**config.mk**
```make
export PLATFORM = sky130hd
export DESIGN_NAME = rqpkt_deser
export DESIGN_NICKNAME = d
export VERILOG_FILES = /design/src/rtl/rqd_pkg.sv /design/src/rtl/rqd_lane_deser.sv /design/src/rtl/rqd_row_classify.sv /design/src/rtl/rqd_col_split.sv /design/src/rtl/rqpkt_deser.sv
export SDC_FILE = /design/constraint.sdc
export NUM_CORES = 1
export LEC_CHECK = 0
export BUFFER_PORTS_ARGS = -buffer_cell sky130_fd_sc_hd__clkbuf_2
export CELL_PAD_IN_SITES_DETAIL_PLACEMENT = 0
export CELL_PAD_IN_SITES_GLOBAL_PLACEMENT = 1
export CORE_ASPECT_RATIO = 1.1
export CORE_UTILIZATION = 35
export DETAILED_ROUTE_END_ITERATION = 8
export GPL_TIMING_DRIVEN = 1
export MAX_ROUTING_LAYER = met4
export PLACE_DENSITY = 0.67
export SYNTH_ARGS = -nofsm -noshare
export SYNTH_HDL_FRONTEND = slang
export SYNTH_SLANG_ARGS = --single-unit
```
**constraint.sdc**
```tcl
create_clock -name clk -period 1.4 [get_ports clk]
set_input_delay 0 -clock clk [delete_from_list [all_inputs] [get_ports clk]]
set_output_delay 0 -clock clk [all_outputs]
set_load 0.005 [all_outputs]
```
**src/rtl/rqd_pkg.sv**
```systemverilog
package rqd_pkg;

    localparam int ROW_LANES    = 3;
    localparam int COL_LANES    = 5;
    localparam int BIT_TIMES    = 8;
    localparam int ROW_W        = ROW_LANES * BIT_TIMES;
    localparam int COL_W        = COL_LANES * BIT_TIMES;
    localparam int SUB_W        = 17;
    localparam int OP_W         = COL_W - SUB_W;
    localparam int ROW_KIND_BIT = ROW_W - 2;
    localparam int SUB_KIND_BIT = SUB_W - 1;

    typedef enum logic {
        ROW_OPER = 1'b0,
        ROW_ACT  = 1'b1
    } row_kind_e;

    typedef enum logic {
        SUB_EXT  = 1'b0,
        SUB_MASK = 1'b1
    } sub_kind_e;

    typedef struct packed {
        row_kind_e         kind;
        logic [ROW_W-1:0]  bits;
    } row_pkt_t;

    typedef struct packed {
        sub_kind_e         kind;
        logic [OP_W-1:0]   op;
        logic [SUB_W-1:0]  sub;
    } col_pkt_t;

    function automatic row_kind_e row_kind_of(input logic [ROW_W-1:0] w);
        return w[ROW_KIND_BIT] ? ROW_ACT : ROW_OPER;
    endfunction

    function automatic sub_kind_e sub_kind_of(input logic [SUB_W-1:0] s);
        return s[SUB_KIND_BIT] ? SUB_MASK : SUB_EXT;
    endfunction

endpackage

```
**src/rtl/rqd_lane_deser.sv**
```systemverilog
module rqd_lane_deser #(
    parameter int LANES = 3,
    parameter int BEATS = 8
) (
    input  logic                     clk,
    input  logic                     rst,
    input  logic [LANES-1:0]         lanes,
    output logic                     done,
    output logic [LANES*BEATS-1:0]   word
);
    localparam int W  = LANES * BEATS;
    localparam int SW = W - LANES;
    localparam int CW = (BEATS > 1) ? $clog2(BEATS) : 1;
    localparam logic [CW-1:0] LAST = CW'(BEATS - 1);

    logic          busy;
    logic [CW-1:0] beat;
    logic [SW-1:0] shreg;
    logic [SW-1:0] shreg_next;

    generate
        if (SW > LANES) begin : g_shift
            assign shreg_next = {shreg[SW-LANES-1:0], lanes};
        end else begin : g_load
            assign shreg_next = SW'(lanes);
        end
    endgenerate

    always_ff @(posedge clk) begin
        if (rst) begin
            busy  <= 1'b0;
            beat  <= '0;
            shreg <= '0;
            done  <= 1'b0;
            word  <= '0;
        end else begin
            done <= 1'b0;
            if (!busy) begin
                if (lanes[LANES-1]) begin
                    busy  <= 1'b1;
                    beat  <= CW'(1);
                    shreg <= shreg_next;
                end
            end else if (beat == LAST) begin
                word  <= {shreg, lanes};
                done  <= 1'b1;
                busy  <= 1'b0;
                beat  <= '0;
            end else begin
                shreg <= shreg_next;
                beat  <= beat + CW'(1);
            end
        end
    end
endmodule

```
**src/rtl/rqd_row_classify.sv**
```systemverilog
module rqd_row_classify
    import rqd_pkg::*;
(
    input  logic [ROW_W-1:0] word,
    output row_pkt_t         pkt
);
    always_comb begin
        pkt.bits = word;
        pkt.kind = row_kind_of(word);
    end
endmodule

```
**src/rtl/rqd_col_split.sv**
```systemverilog
module rqd_col_split
    import rqd_pkg::*;
(
    input  logic [COL_W-1:0] word,
    output col_pkt_t         pkt
);
    always_comb begin
        pkt.op   = word[COL_W-1:SUB_W];
        pkt.sub  = word[SUB_W-1:0];
        pkt.kind = sub_kind_of(word[SUB_W-1:0]);
    end
endmodule

```
**src/rtl/rqpkt_deser.sv**
```systemverilog
module rqpkt_deser
    import rqd_pkg::*;
(
    input  logic                  clk,
    input  logic                  rst,
    input  logic [ROW_LANES-1:0]  row_lanes,
    input  logic [COL_LANES-1:0]  col_lanes,
    output logic                  row_valid,
    output logic                  row_kind,
    output logic [ROW_W-1:0]      row_data,
    output logic                  col_valid,
    output logic [OP_W-1:0]       col_op,
    output logic [SUB_W-1:0]      col_sub,
    output logic                  col_sub_kind
);
    logic [ROW_W-1:0] row_word;
    logic [COL_W-1:0] col_word;
    row_pkt_t         row_pkt;
    col_pkt_t         col_pkt;

    rqd_lane_deser #(.LANES(ROW_LANES), .BEATS(BIT_TIMES)) u_row_deser (
        .clk   (clk),
        .rst   (rst),
        .lanes (row_lanes),
        .done  (row_valid),
        .word  (row_word)
    );

    rqd_lane_deser #(.LANES(COL_LANES), .BEATS(BIT_TIMES)) u_col_deser (
        .clk   (clk),
        .rst   (rst),
        .lanes (col_lanes),
        .done  (col_valid),
        .word  (col_word)
    );

    rqd_row_classify u_row_cls (
        .word (row_word),
        .pkt  (row_pkt)
    );

    rqd_col_split u_col_split (
        .word (col_word),
        .pkt  (col_pkt)
    );

    assign row_data     = row_pkt.bits;
    assign row_kind     = row_pkt.kind;
    assign col_op       = col_pkt.op;
    assign col_sub      = col_pkt.sub;
    assign col_sub_kind = col_pkt.kind;
endmodule

```
# [After elaboration in Yosys (flattened, before gate mapping)]
# Index checks and enable logic that the tools add are counted.
[op_classes] n_eq_ne=4 n_mux=22 reduce_logical=8 n_addsub=2 n_bitwise=2
[op_table] op="35-bit two-way mux" count=3
[op_table] op="21-bit two-way mux" count=3
[op_table] op="3-bit two-way mux" count=6
[op_table] op="1-bit two-way mux" count=10
[op_table] op="2-bit AND reduction" count=4
[op_table] op="3-bit by 1-bit adder with 3-bit output, second input constant" count=2
[op_table] op="3-bit equality test, second input constant" count=2
[op_table] op="2-bit != test, second input constant" count=2
[op_table] op="2-bit nonzero test" count=2
[op_table] op="2-bit OR reduction" count=2
[op_table] op="1-bit inverter" count=2
[word_totals] output_inout_bits=68 in_bits=10 register_bits=130 wordCells=48

# [Depth between registers and ports, before layout]
# Gate-level depths: netlist of run 1.
[logic_depth] depth_word=3 depth_mapped=7 ltp_nobuf=5

# [Hierarchy]
# Synthesis of run 1 repeated with hierarchy kept, for this count alone.
[hier_totals] cells_unflattened=585 area_unflattened_um2=5401.4
[by_module_without_submodules] module="rqd_lane_deser at u_col_deser" seq_area_each_um2=1601.5 n_inst=1 cells_per_inst=318 area_each_um2=3014.1
[by_module_without_submodules] module="rqd_lane_deser at u_row_deser" seq_area_each_um2=1001.0 n_inst=1 cells_per_inst=201 area_each_um2=1891.8
[by_module_without_submodules] module="rqd_col_split" seq_area_each_um2=0.0 n_inst=1 cells_per_inst=41 area_each_um2=307.8
[by_module_without_submodules] module="rqd_row_classify" seq_area_each_um2=0.0 n_inst=1 cells_per_inst=25 area_each_um2=187.7

# [Worst setup path after synthesis of run 1]
# Ideal clock, no wire load.
[synth_path] kind="register to register" from="register u_col_deser.beat[0]" to="register u_col_deser.shreg[10]" path_stages_with_launch=8 period_less_slack_ns=1.560 slack_ns=-0.160 path_buffers=2 arrival_ns=1.489 t_required_ns=1.328 setup_ns=0.072 path_cell_list="dfxtp_1 ha_1 ha_1 and2_0 buf_2 nor2_4 buf_6 mux2i_1"
[synth_via] elab_chain_len=3
[synth_rtl] item="start, declared" line="rqd_lane_deser.sv:17" source="logic [CW-1:0] beat;"
[synth_rtl] item="start signal, assigned" line="rqd_lane_deser.sv:51" source="beat <= beat + CW'(1);"
[synth_rtl] item="3-bit equality test" line="rqd_lane_deser.sv:44" source="end else if (beat == LAST) begin"
[synth_rtl] item="2-bit != test (no line)"
[synth_rtl] item="2-bit AND reduction (no line)"
[synth_rtl] item="end signal, assigned" line="rqd_lane_deser.sv:42" source="shreg <= shreg_next;"
[synth_rtl] item="end signal, assigned" line="rqd_lane_deser.sv:50" source="shreg <= shreg_next;"
[synth_rtl] item="end, declared" line="rqd_lane_deser.sv:18" source="logic [SW-1:0] shreg;"
# No other way between the ends.
# A chain may end at the register's enable or synchronous reset.

# [Worst setup path in the final report of run 1]
[layout_path] from="register u_col_deser.beat[1]" to="register u_col_deser.shreg[28]"
# The elaborated chain is that of the path after synthesis.

==> impl_metrics.toml, run 1 <==
[timing]
fmax_mhz = 703.1
fin_ws_ns = -0.02220
hold_violations = 1
holdWs_ns = -0.05303
slew_violations = 0
rsz0062_at_grt = "yes"
clock_skew_ns = 0.006366
max-slew-margin-rel_pct = 72.35
finalSetupViolations = 6
setup_tns_ns = -0.06174
fin_crit_sh_pct = 101.6
worstMarginPinSlew_ns = 0.4147
fin_crit_ns = 1.422

[run]
drv_cap = 0

[grt]
met2_usage_pct = 26.67
grt-ovfl-total = 0
grt_pass1_wl_mm = 17.08
track_usage_pct = 15.91
grt_pass1_vias = 3739
met1_usage_pct = 17.16
top_usage_layer = "met2"
grt_max_degree = 40
met3_usage_pct = 5.623
antenna_found_initial = 0

[cells_and_area]
layout.nets = 629
syn_to_final_growth_pct = 31.29
num_antenna_cells = 0
fin_area_um2 = 6379
fill_cells = 1325
fin_cells = 810
final_layout_size_suffix_gt1_share_pct = 23.64

[yosys]
synth_nets = 536
ys_types = 24
yosysWarnings = 0
ys_ff_latch = 130
ys_seq_area_share_pct = 53.57
netlist.area_leader.share_pct = 53.57
syn_inst = 521
avgSynthCellArea_um2 = 9.325
syn_area_um2 = 4858
yosysTopAreaCell = "dfxtp_1"
synth_area_leaders = "dfxtp_1, mux2i_1, nand2_1, nand2b_1, a21oi_1"

[critical_path]
start_kind = "register"
rr_startpoint = "u_col_deser.beat[1]"
rr_worst_depth = 6
path_max_fanout = 19
worstPathRequired_ns = 1.74
crit_arrival_ns = 1.76
reg2reg_setup_slack_ns = -0.02
path_class = "reg -> reg"
end_kind = "register"
worstReg2RegEnd = "u_col_deser.shreg[28]"

[placement]
gp_congestion = 0.7462
placement.cell_area_um2 = 5615
hpwl_mm = 6.764
portBuffers = 77
pre_cts_slack_ns = -0.05172
place_inst = 769

[die]
fp.dieW_um = 114.3
num_rows = 44
core_um2 = 13380
die_area_um2 = 14360
dieHeight_um = 125.6
start_util_pct = 36.32
io_pins = 78

[detailed_routing]
wire_per_inst_um = 12.50
drt-initial-drc-count = 75
dr.pass1.iters = 4
vias = 3660
vias_per_cell = 4.519
final_antenna_net_count = 0
drt-total-wl_mm = 10.12
remaining_drc_errors = 0

[power]
leakagePower_nw = 2.635
p_per_area_nw_per_um2 = 1365
ir_worst_vdd_uv = 658.0

[cts]
clock_latency_ns = 0.41
cts_htree_levels = 4
cts_tree = "done"
cts_buffers = 17
hold_buffers = 7
clock_sinks = 130
root_buffer = "clkbuf_16"
clockBufferDepth = 2
path_clk_slew_ns = 0.05

[worst_hold_path]
hold_start = "col_lanes[4]"
min_to = "u_col_deser.word[4]"
hold_path.class = "in -> reg"
min_path_cells = 3

[outcome]
status = "complete, but fails checks"
violations = "negative hold slack, negative setup slack"
==> what timing repair did <==
action | in CTS | in global routing
setup endpoints to repair | 37 | 47
hold endpoints to repair | 18 | 1
cloned | 0 | 2
setup buffers | 1 | 0
pin swaps | 1 | 0
resized for setup | 3 | 5
==> where the power goes <==
group | total, mW | internal (mW) | switching, mW
registers | 3.80 | 3.76 | 0.0371
logic | 0.391 | 0.206 | 0.186
clock network | 4.52 | 3.03 | 1.49
==> registers in the layout (all words and copies together), names as in the netlist <==
register	count
u_col_deser.beat	3
u_col_deser.busy	1
u_col_deser.done	1
u_col_deser.shreg	35
u_col_deser.word	40
u_row_deser.beat	3
u_row_deser.busy	1
u_row_deser.done	1
u_row_deser.shreg	21
u_row_deser.word	24
==> stage by stage <==
| step | util, % | total power [mW] |
|---|---|---|
| 2_1_floorplan | - | 4.131 |
| 3_3_place_gp | 41.98 | 4.224 |
| 4_1_cts | 47.17 | 8.828 |
| 5_1_grt | 47.68 | 9.054 |
| 3_5_place_dp | 41.98 | 4.233 |
| 6_report | 47.68 | 8.709 |
==> worst max-delay path by stage <==
stage / startpoint / endpoint / depth (start not counted) / slack [ns]
finish: u_col_deser.beat[1] / u_col_deser.shreg[28] / 6 / -0.02
global route: u_col_deser.beat[1] / u_col_deser.shreg[31] / 6 / -0.11
CTS: u_col_deser.beat[1] / u_col_deser.shreg[28] / 6 / -0.03
detailed placement: u_col_deser.beat[0] / u_col_deser.shreg[18] / 6 / -0.05
global placement: u_col_deser.beat[1] / u_col_deser.shreg[16] / 6 / -0.007
floorplan: u_col_deser.beat[0] / u_col_deser.shreg[10] / 7 / -0.03
==> layer usage <==
metal / share of wire (%) / up-vias / routed length, µm
met5: 0 / - / 0
met3: 3.8 / 14 / 386
li1: - / 1895 / -
met4: 1.4 / 0 / 144
met2: 50 / 65 / 5058
met1: 45 / 1686 / 4532
==> cells by family after synthesis <==
group                      Yosys count  synth area share [%]
buffers and inverters               39                 4.790
and+or+nand+nor                    218                 21.35
AOI/OAI and AO/OA                   75                 7.881
DFF                                130                 53.57
muxes                               54                 11.13
adders and majority gates            5                 1.288
==> cells in the mapped netlist <==
| master | number |
|---|---|
| and2_4 | 1 |
| nand2b_1 | 63 |
| clkbuf_1 | 10 |
| nor3b_1 | 6 |
| nor2_4 | 1 |
| buf_4 | 2 |
| dfxtp_1 | 130 |
| a21oi_1 | 70 |
| nor2_1 | 12 |
| inv_1 | 1 |
| buf_6 | 5 |
| nand2_1 | 130 |
| nor2_8 | 1 |
| mux2i_1 | 54 |
| nor3_1 | 2 |
| o21bai_1 | 1 |
| o21ai_1 | 2 |
| ha_1 | 5 |
| buf_12 | 1 |
| and2_0 | 1 |
| a31oi_1 | 1 |
| o22a_1 | 1 |
| or3b_2 | 1 |
| buf_2 | 20 |
==> cells in the final DEF, fill, tap and decap left out <==
cell type      count
nor3_1             2
a21oi_2            2
buf_12            10
clkbuf_2          76
dfxtp_1          126
and2_4             2
nor3b_1            6
nor2_8             1
a21oi_1           68
clkbuf_16         19
or3b_4             1
o21bai_1           1
bufinv_16          3
clkbuf_8           5
mux2i_1           54
dfxtp_2            4
clkinv_2           1
o21ai_2            2
o22a_1             1
clkbuf_1           5
inv_1              1
dlygate4sd3_1      7
ha_1               1
nand2_1          130
a31oi_1            1
nand2b_1          63
nor2_4             1
ha_4               4
buf_6              2
buf_4             15
nor2_1            12
==> critical path, stage by stage (launching register included) <==
cell     delay (ns)
dfxtp_2        0.33
ha_4           0.17
ha_4           0.16
and2_4         0.14
nor2_4         0.14
buf_12         0.20
mux2i_1        0.21
==> final cells by class <==
class                      instances  area [µm²]  area share, %
multi-input combinational        352        2093          32.82
inverter                           1       3.754        0.05885
sequential                       130        2608          40.88
timing repair buffer             112       835.8          13.10
clock inverter                     4       95.09          1.491
clock buffer                      27       513.0          8.042
tap                              184       230.2          3.609
No activity file was read; power rests on OpenSTA's default activity.
==> run 2, diff against run 1 <==
--- a/config.mk
+++ b/config.mk
@@ -10,6 +10,7 @@
 export CELL_PAD_IN_SITES_GLOBAL_PLACEMENT = 1
 export CORE_ASPECT_RATIO = 1.1
 export CORE_UTILIZATION = 35
+export CTS_BUF_LIST = sky130_fd_sc_hd__clkbuf_4 sky130_fd_sc_hd__clkbuf_8
 export DETAILED_ROUTE_END_ITERATION = 8
 export GPL_TIMING_DRIVEN = 1
 export MAX_ROUTING_LAYER = met4
==> run 2 against run 1 <==
The flow still finishes with violations (negative hold slack, negative setup slack). Highest routed layer unchanged. Worst hold slack got worse by 0.030 ns. Register-to-register slack barely moved. Maximum frequency barely moved. Sequential cell count did not move.
==> impl_metrics.toml, run 2 (synthesized netlist as in run 1, its figures left out) <==
[outcome]
status = "complete, but fails checks"
violations = "negative hold slack, negative setup slack"

[timing]
fin_crit_ns = 1.423
hold_violations = 2
rsz0062_at_grt = "yes"
fin_crit_sh_pct = 101.7
worstMarginPinSlew_ns = 0.4104
fmax_mhz = 702.5
setup_tns_ns = -0.08877
holdWs_ns = -0.08313
slew_violations = 0
finalSetupViolations = 12
fin_ws_ns = -0.02343
max-slew-margin-rel_pct = 72.64
clock_skew_ns = 0.009497

[cts]
root_buffer = "clkbuf_8"
clock_sinks = 130
cts_setup_buffers = 0
cts_tree = "done"
cts_buffers = 17
clock_latency_ns = 0.44
path_clk_slew_ns = 0.07
clockBufferDepth = 2
hold_buffers = 8
cts_htree_levels = 4

[die]
core_um2 = 13380
fp.dieW_um = 114.3
die_area_um2 = 14360
dieHeight_um = 125.6
num_rows = 44
start_util_pct = 36.32
io_pins = 78

[grt]
grt_pass1_vias = 3730
track_usage_pct = 15.83
grt_pass1_wl_mm = 17.10
antenna_found_initial = 0
grt-ovfl-total = 0
grt_max_degree = 40

[detailed_routing]
vias = 3672
wire_per_inst_um = 12.49
dr.pass1.iters = 5
final_antenna_net_count = 0
remaining_drc_errors = 0
vias_per_cell = 4.533
drt-total-wl_mm = 10.11
drt-initial-drc-count = 87

[cells_and_area]
fin_cells = 810
mostFrequentLayoutCell = "nand2_1"
fill_cells = 1345
final_cell_mix = "nand2_1, dfxtp_1, clkbuf_2"
syn_to_final_growth_pct = 27.87
fin_area_um2 = 6212
top_regs = "u_col_deser.word: 40 flops, u_col_deser.shreg: 35 flops, u_row_deser.word: 24 flops"
max_flop_register = "u_col_deser.word"
largest_reg_flops = 40
final_layout_size_suffix_gt1_share_pct = 24.44
num_antenna_cells = 0
layout.nets = 629

[power]
leakagePower_nw = 2.564
p_per_area_nw_per_um2 = 1230
ir_worst_vdd_uv = 476.3

[placement]
portBuffers = 77
placement.cell_area_um2 = 5615
hpwl_mm = 6.764
pre_cts_slack_ns = -0.05172
place_inst = 769
gp_congestion = 0.7462

[critical_path]
path_class = "reg -> reg"
start_kind = "register"
crit_arrival_ns = 1.79
worstSetupStartpoint = "u_col_deser.beat[1]"
end_kind = "register"
worstPathRequired_ns = 1.77
path_max_fanout = 19
critical_path.slowest_cell = "dfxtp_2"
path_cells = "ha_4, ha_4, and2_4, nor2_4, buf_12, mux2i_1"
cpPeakStageDelay_ns = 0.33
crit_path_frequent_cell = "ha_4"
rr_startpoint = "u_col_deser.beat[1]"

[worst_hold_path]
hold_path.class = "in -> reg"
hold_start = "col_lanes[4]"

[run]
drv_cap = 0
==> run 2: cell types whose count changed in the layout (fill, tap and decap cells not counted) <==
cell	before	now
dlygate4sd3_1	7	8
a21oi_1	68	67
clkbuf_8	5	22
clkbuf_4	0	5
buf_4	15	14
clkbuf_16	19	2
a21oi_2	2	3
clkbuf_1	5	0
==> run 2: final timing paths <==
kind / slack [ns] / to / cells past startpoint
worst max-delay path: -0.02 / u_col_deser.shreg[18] / 6
worst min-delay path: -0.08 / u_col_deser.word[4] / 3
worst max register to register: -0.02 / u_col_deser.shreg[18] / 6
worst min register to register: 0.45 / u_col_deser.word[22] / 2
==> run 2: cell type report <==
cell class | instances | area [µm²] | area share (%)
Clock buffer | 27 | 340.3 | 5.478
Timing Repair Buffer | 112 | 838.3 | 13.49
Inverter | 1 | 3.754 | 0.06042
Clock inverter | 4 | 95.09 | 1.531
Multi-Input combinational cell | 352 | 2097 | 33.76
Tap cell | 184 | 230.2 | 3.706
Sequential cell | 130 | 2608 | 41.97
==> run 2: per-stage QoR <==
| stage | util [%] | power (mW) |
|---|---|---|
| after detailed placement | 41.98 | 4.233 |
| final | 46.44 | 7.641 |
| after global placement | 41.98 | 4.224 |
| after floorplan | - | 4.131 |
| after global routing | 46.44 | 7.956 |
| after CTS | 45.89 | 7.750 |
==> run 2: worst max-delay path, delay by kind of cell, from the launching register on <==
kind,cells,cell delay (ns)
multiplexers,1,0.21
adder cells (fa/ha/maj),2,0.33
buffers and inverters,1,0.20
AND/OR/NAND/NOR,2,0.28
flip-flops,1,0.33
==> run 2: power breakdown <==
part / internal (mW) / leakage (nW) / switching, mW
logic: 0.204 / 1.28 / 0.185
clock network: 2.09 / 0.227 / 1.37
registers: 3.75 / 1.05 / 0.0376
total: 6.05 / 2.56 / 1.59
==> run 2: what timing repair did <==
item | CTS | global route
gates resized for setup | 3 | 6
endpoints found under the hold margin | 35 | 1
pin swaps | 1 | 0
setup endpoints to repair | 38 | 48
cloned | 0 | 2
==> run 2: per-layer routing <==
metal,track usage [%],share of wire (%),up-vias
met5,-,0,-
met4,6.417,1.8,0
met3,5.041,3.8,16
met2,26.52,50,59
met1,17.22,45,1706
li1,-,-,1891
==> run 3, diff against run 2 <==
--- a/config.mk
+++ b/config.mk
@@ -14,7 +14,7 @@
 export DETAILED_ROUTE_END_ITERATION = 8
 export GPL_TIMING_DRIVEN = 1
 export MAX_ROUTING_LAYER = met4
-export PLACE_DENSITY = 0.67
+export PLACE_DENSITY = 0.68
 export SYNTH_ARGS = -nofsm -noshare
 export SYNTH_HDL_FRONTEND = slang
 export SYNTH_SLANG_ARGS = --single-unit
==> run 3 against run 2 <==
The run ends with negative setup slack left. Clock power fell by 14%. Combinational power rose by 12%. Worst hold slack improved by 0.44 ns. First-iteration DRC count rose by 120%. Critical path depth rose by 1. Power fell by 5.8%. Utilization fell by 0.36 points. Final cell count fell by 0.12%. Global-route usage fell by 0.46 points. Via count barely moved. Maximum frequency fell by 2.3%. Highest routed layer unchanged.
==> impl_metrics.toml, run 3 (synthesized netlist as in run 1, its figures left out) <==
[outcome]
violations = "negative setup slack"
status = "complete, but fails checks"

[cts]
cts_htree_levels = 4
path_clk_slew_ns = 0.07
clock_latency_ns = 0.43
clock_sinks = 130
root_buffer = "clkbuf_8"
cts_buffers = 17
cts_tree = "done"
clockBufferDepth = 2

[critical_path]
worstReg2RegEnd = "u_col_deser.shreg[17]"
rr_startpoint = "u_col_deser.beat[1]"
start_kind = "register"
critical_path.slowest_cell = "dfxtp_2"
path_max_fanout = 6
crit_arrival_ns = 1.81
cpPeakStageDelay_ns = 0.34
path_class = "reg -> reg"
worstPathRequired_ns = 1.76
reg2reg_setup_slack_ns = -0.06
crit_path_frequent_cell = "ha_4"
end_kind = "register"
rr_worst_depth = 7
path_cells = "ha_4, ha_4, and2_4, nor2_4, buf_12, buf_16, mux2i_1"

[placement]
pre_cts_slack_ns = -0.06234
portBuffers = 77
place_inst = 763
hpwl_mm = 6.645
placement.cell_area_um2 = 5520
gp_congestion = 0.6974

[cells_and_area]
final_cell_mix = "nand2_1, dfxtp_1, clkbuf_2"
num_antenna_cells = 0
max_flop_register = "u_col_deser.word"
top_regs = "u_col_deser.word: 40 flops, u_col_deser.shreg: 35 flops, u_row_deser.word: 24 flops"
largest_reg_flops = 40
final_layout_size_suffix_gt1_share_pct = 24.16
mostFrequentLayoutCell = "nand2_1"
fill_cells = 1332
fin_util_pct = 46.07
fin_cells = 809
layout.nets = 628
fin_area_um2 = 6163
syn_to_final_growth_pct = 26.86

[timing]
hold_violations = 0
holdWs_ns = 0.3562
fmax_mhz = 686.0
max-slew-margin-rel_pct = 75.93
slew_violations = 0
rsz0062_at_grt = "yes"
clock_skew_ns = 0.008053
finalSetupViolations = 23
setup_tns_ns = -0.8248
worstMarginPinSlew_ns = 0.3597
fin_ws_ns = -0.05769
fin_crit_sh_pct = 104.1
fin_crit_ns = 1.458

[die]
fp.dieW_um = 114.3
dieHeight_um = 125.6
num_rows = 44
die_area_um2 = 14360
core_um2 = 13380
start_util_pct = 36.32
io_pins = 78

[grt]
grt_pass1_vias = 3559
track_usage_pct = 15.37
grt_pass1_wl_mm = 16.63
antenna_found_initial = 0
grt_max_degree = 50
grt-ovfl-total = 0

[detailed_routing]
final_antenna_net_count = 0
drt-total-wl_mm = 10.36
remaining_drc_errors = 0
vias_per_cell = 4.540
dr.pass1.iters = 4
wire_per_inst_um = 12.80
vias = 3673
drt-initial-drc-count = 191

[worst_hold_path]
hold_path.class = "in -> reg"
hold_start = "row_lanes[1]"
min_path_cells = 4
min_to = "u_row_deser.word[1]"

[power]
p_per_area_nw_per_um2 = 1168
total_power_mw = 7.202
ir_worst_vdd_uv = 651.0
leakagePower_nw = 2.539

[run]
drv_cap = 0
[run 3: per-layer routing]
layer	share of wire, %	track usage (%)	wire (µm)	up-vias
li1	-	-	-	1889
met5	0	-	0	-
met4	1.7	6.875	172	0
met1	45	17.53	4650	1708
met2	51	25.10	5255	62
met3	2.7	4.120	278	14
[run 3: layout make-up]
class                           instances  area (µm²)  area share (%)
Sequential cell                       130        2608           42.31
Multi-Input combinational cell        352        2095           33.98
Timing Repair Buffer                  111       854.6           13.87
Clock buffer                           26       320.3           5.197
Tap cell                              184       230.2           3.735
Clock inverter                          5       52.55          0.8526
Inverter                                1       3.754         0.06090
[run 3: worst max-delay path by stage]
stage                                   start                     to  depth (start not counted)
after global placement    u_col_deser.beat[1]   u_col_deser.word[26]                          6
after floorplan           u_col_deser.beat[0]  u_col_deser.shreg[10]                          7
after global routing      u_col_deser.beat[1]  u_col_deser.shreg[29]                          7
after CTS                 u_col_deser.beat[1]  u_col_deser.shreg[25]                          7
final                     u_col_deser.beat[1]  u_col_deser.shreg[17]                          7
after detailed placement  u_col_deser.beat[1]    u_col_deser.word[7]                          6
[run 3: report_power, final]
group / internal [mW] / switching (mW)
logic: 0.234 / 0.199
clock network: 1.65 / 1.33
registers: 3.76 / 0.0367
[run 3: repair_timing]
item | 4_1_cts | 5_1_grt
hold endpoints to repair | 36 | 0
gates cloned | 1 | 4
hold buffers | 9 | 0
setup buffers | 1 | 0
setup endpoints to repair | 59 | 72
gates resized for setup | 3 | 7
[run 3: worst max-delay path, delay by kind of cell, from the launching register on]
family        cells  cell delay, ns
flops             1            0.34
fa+ha+maj         2            0.32
mux               1            0.20
simple gates      2            0.26
buf+inv           2            0.27
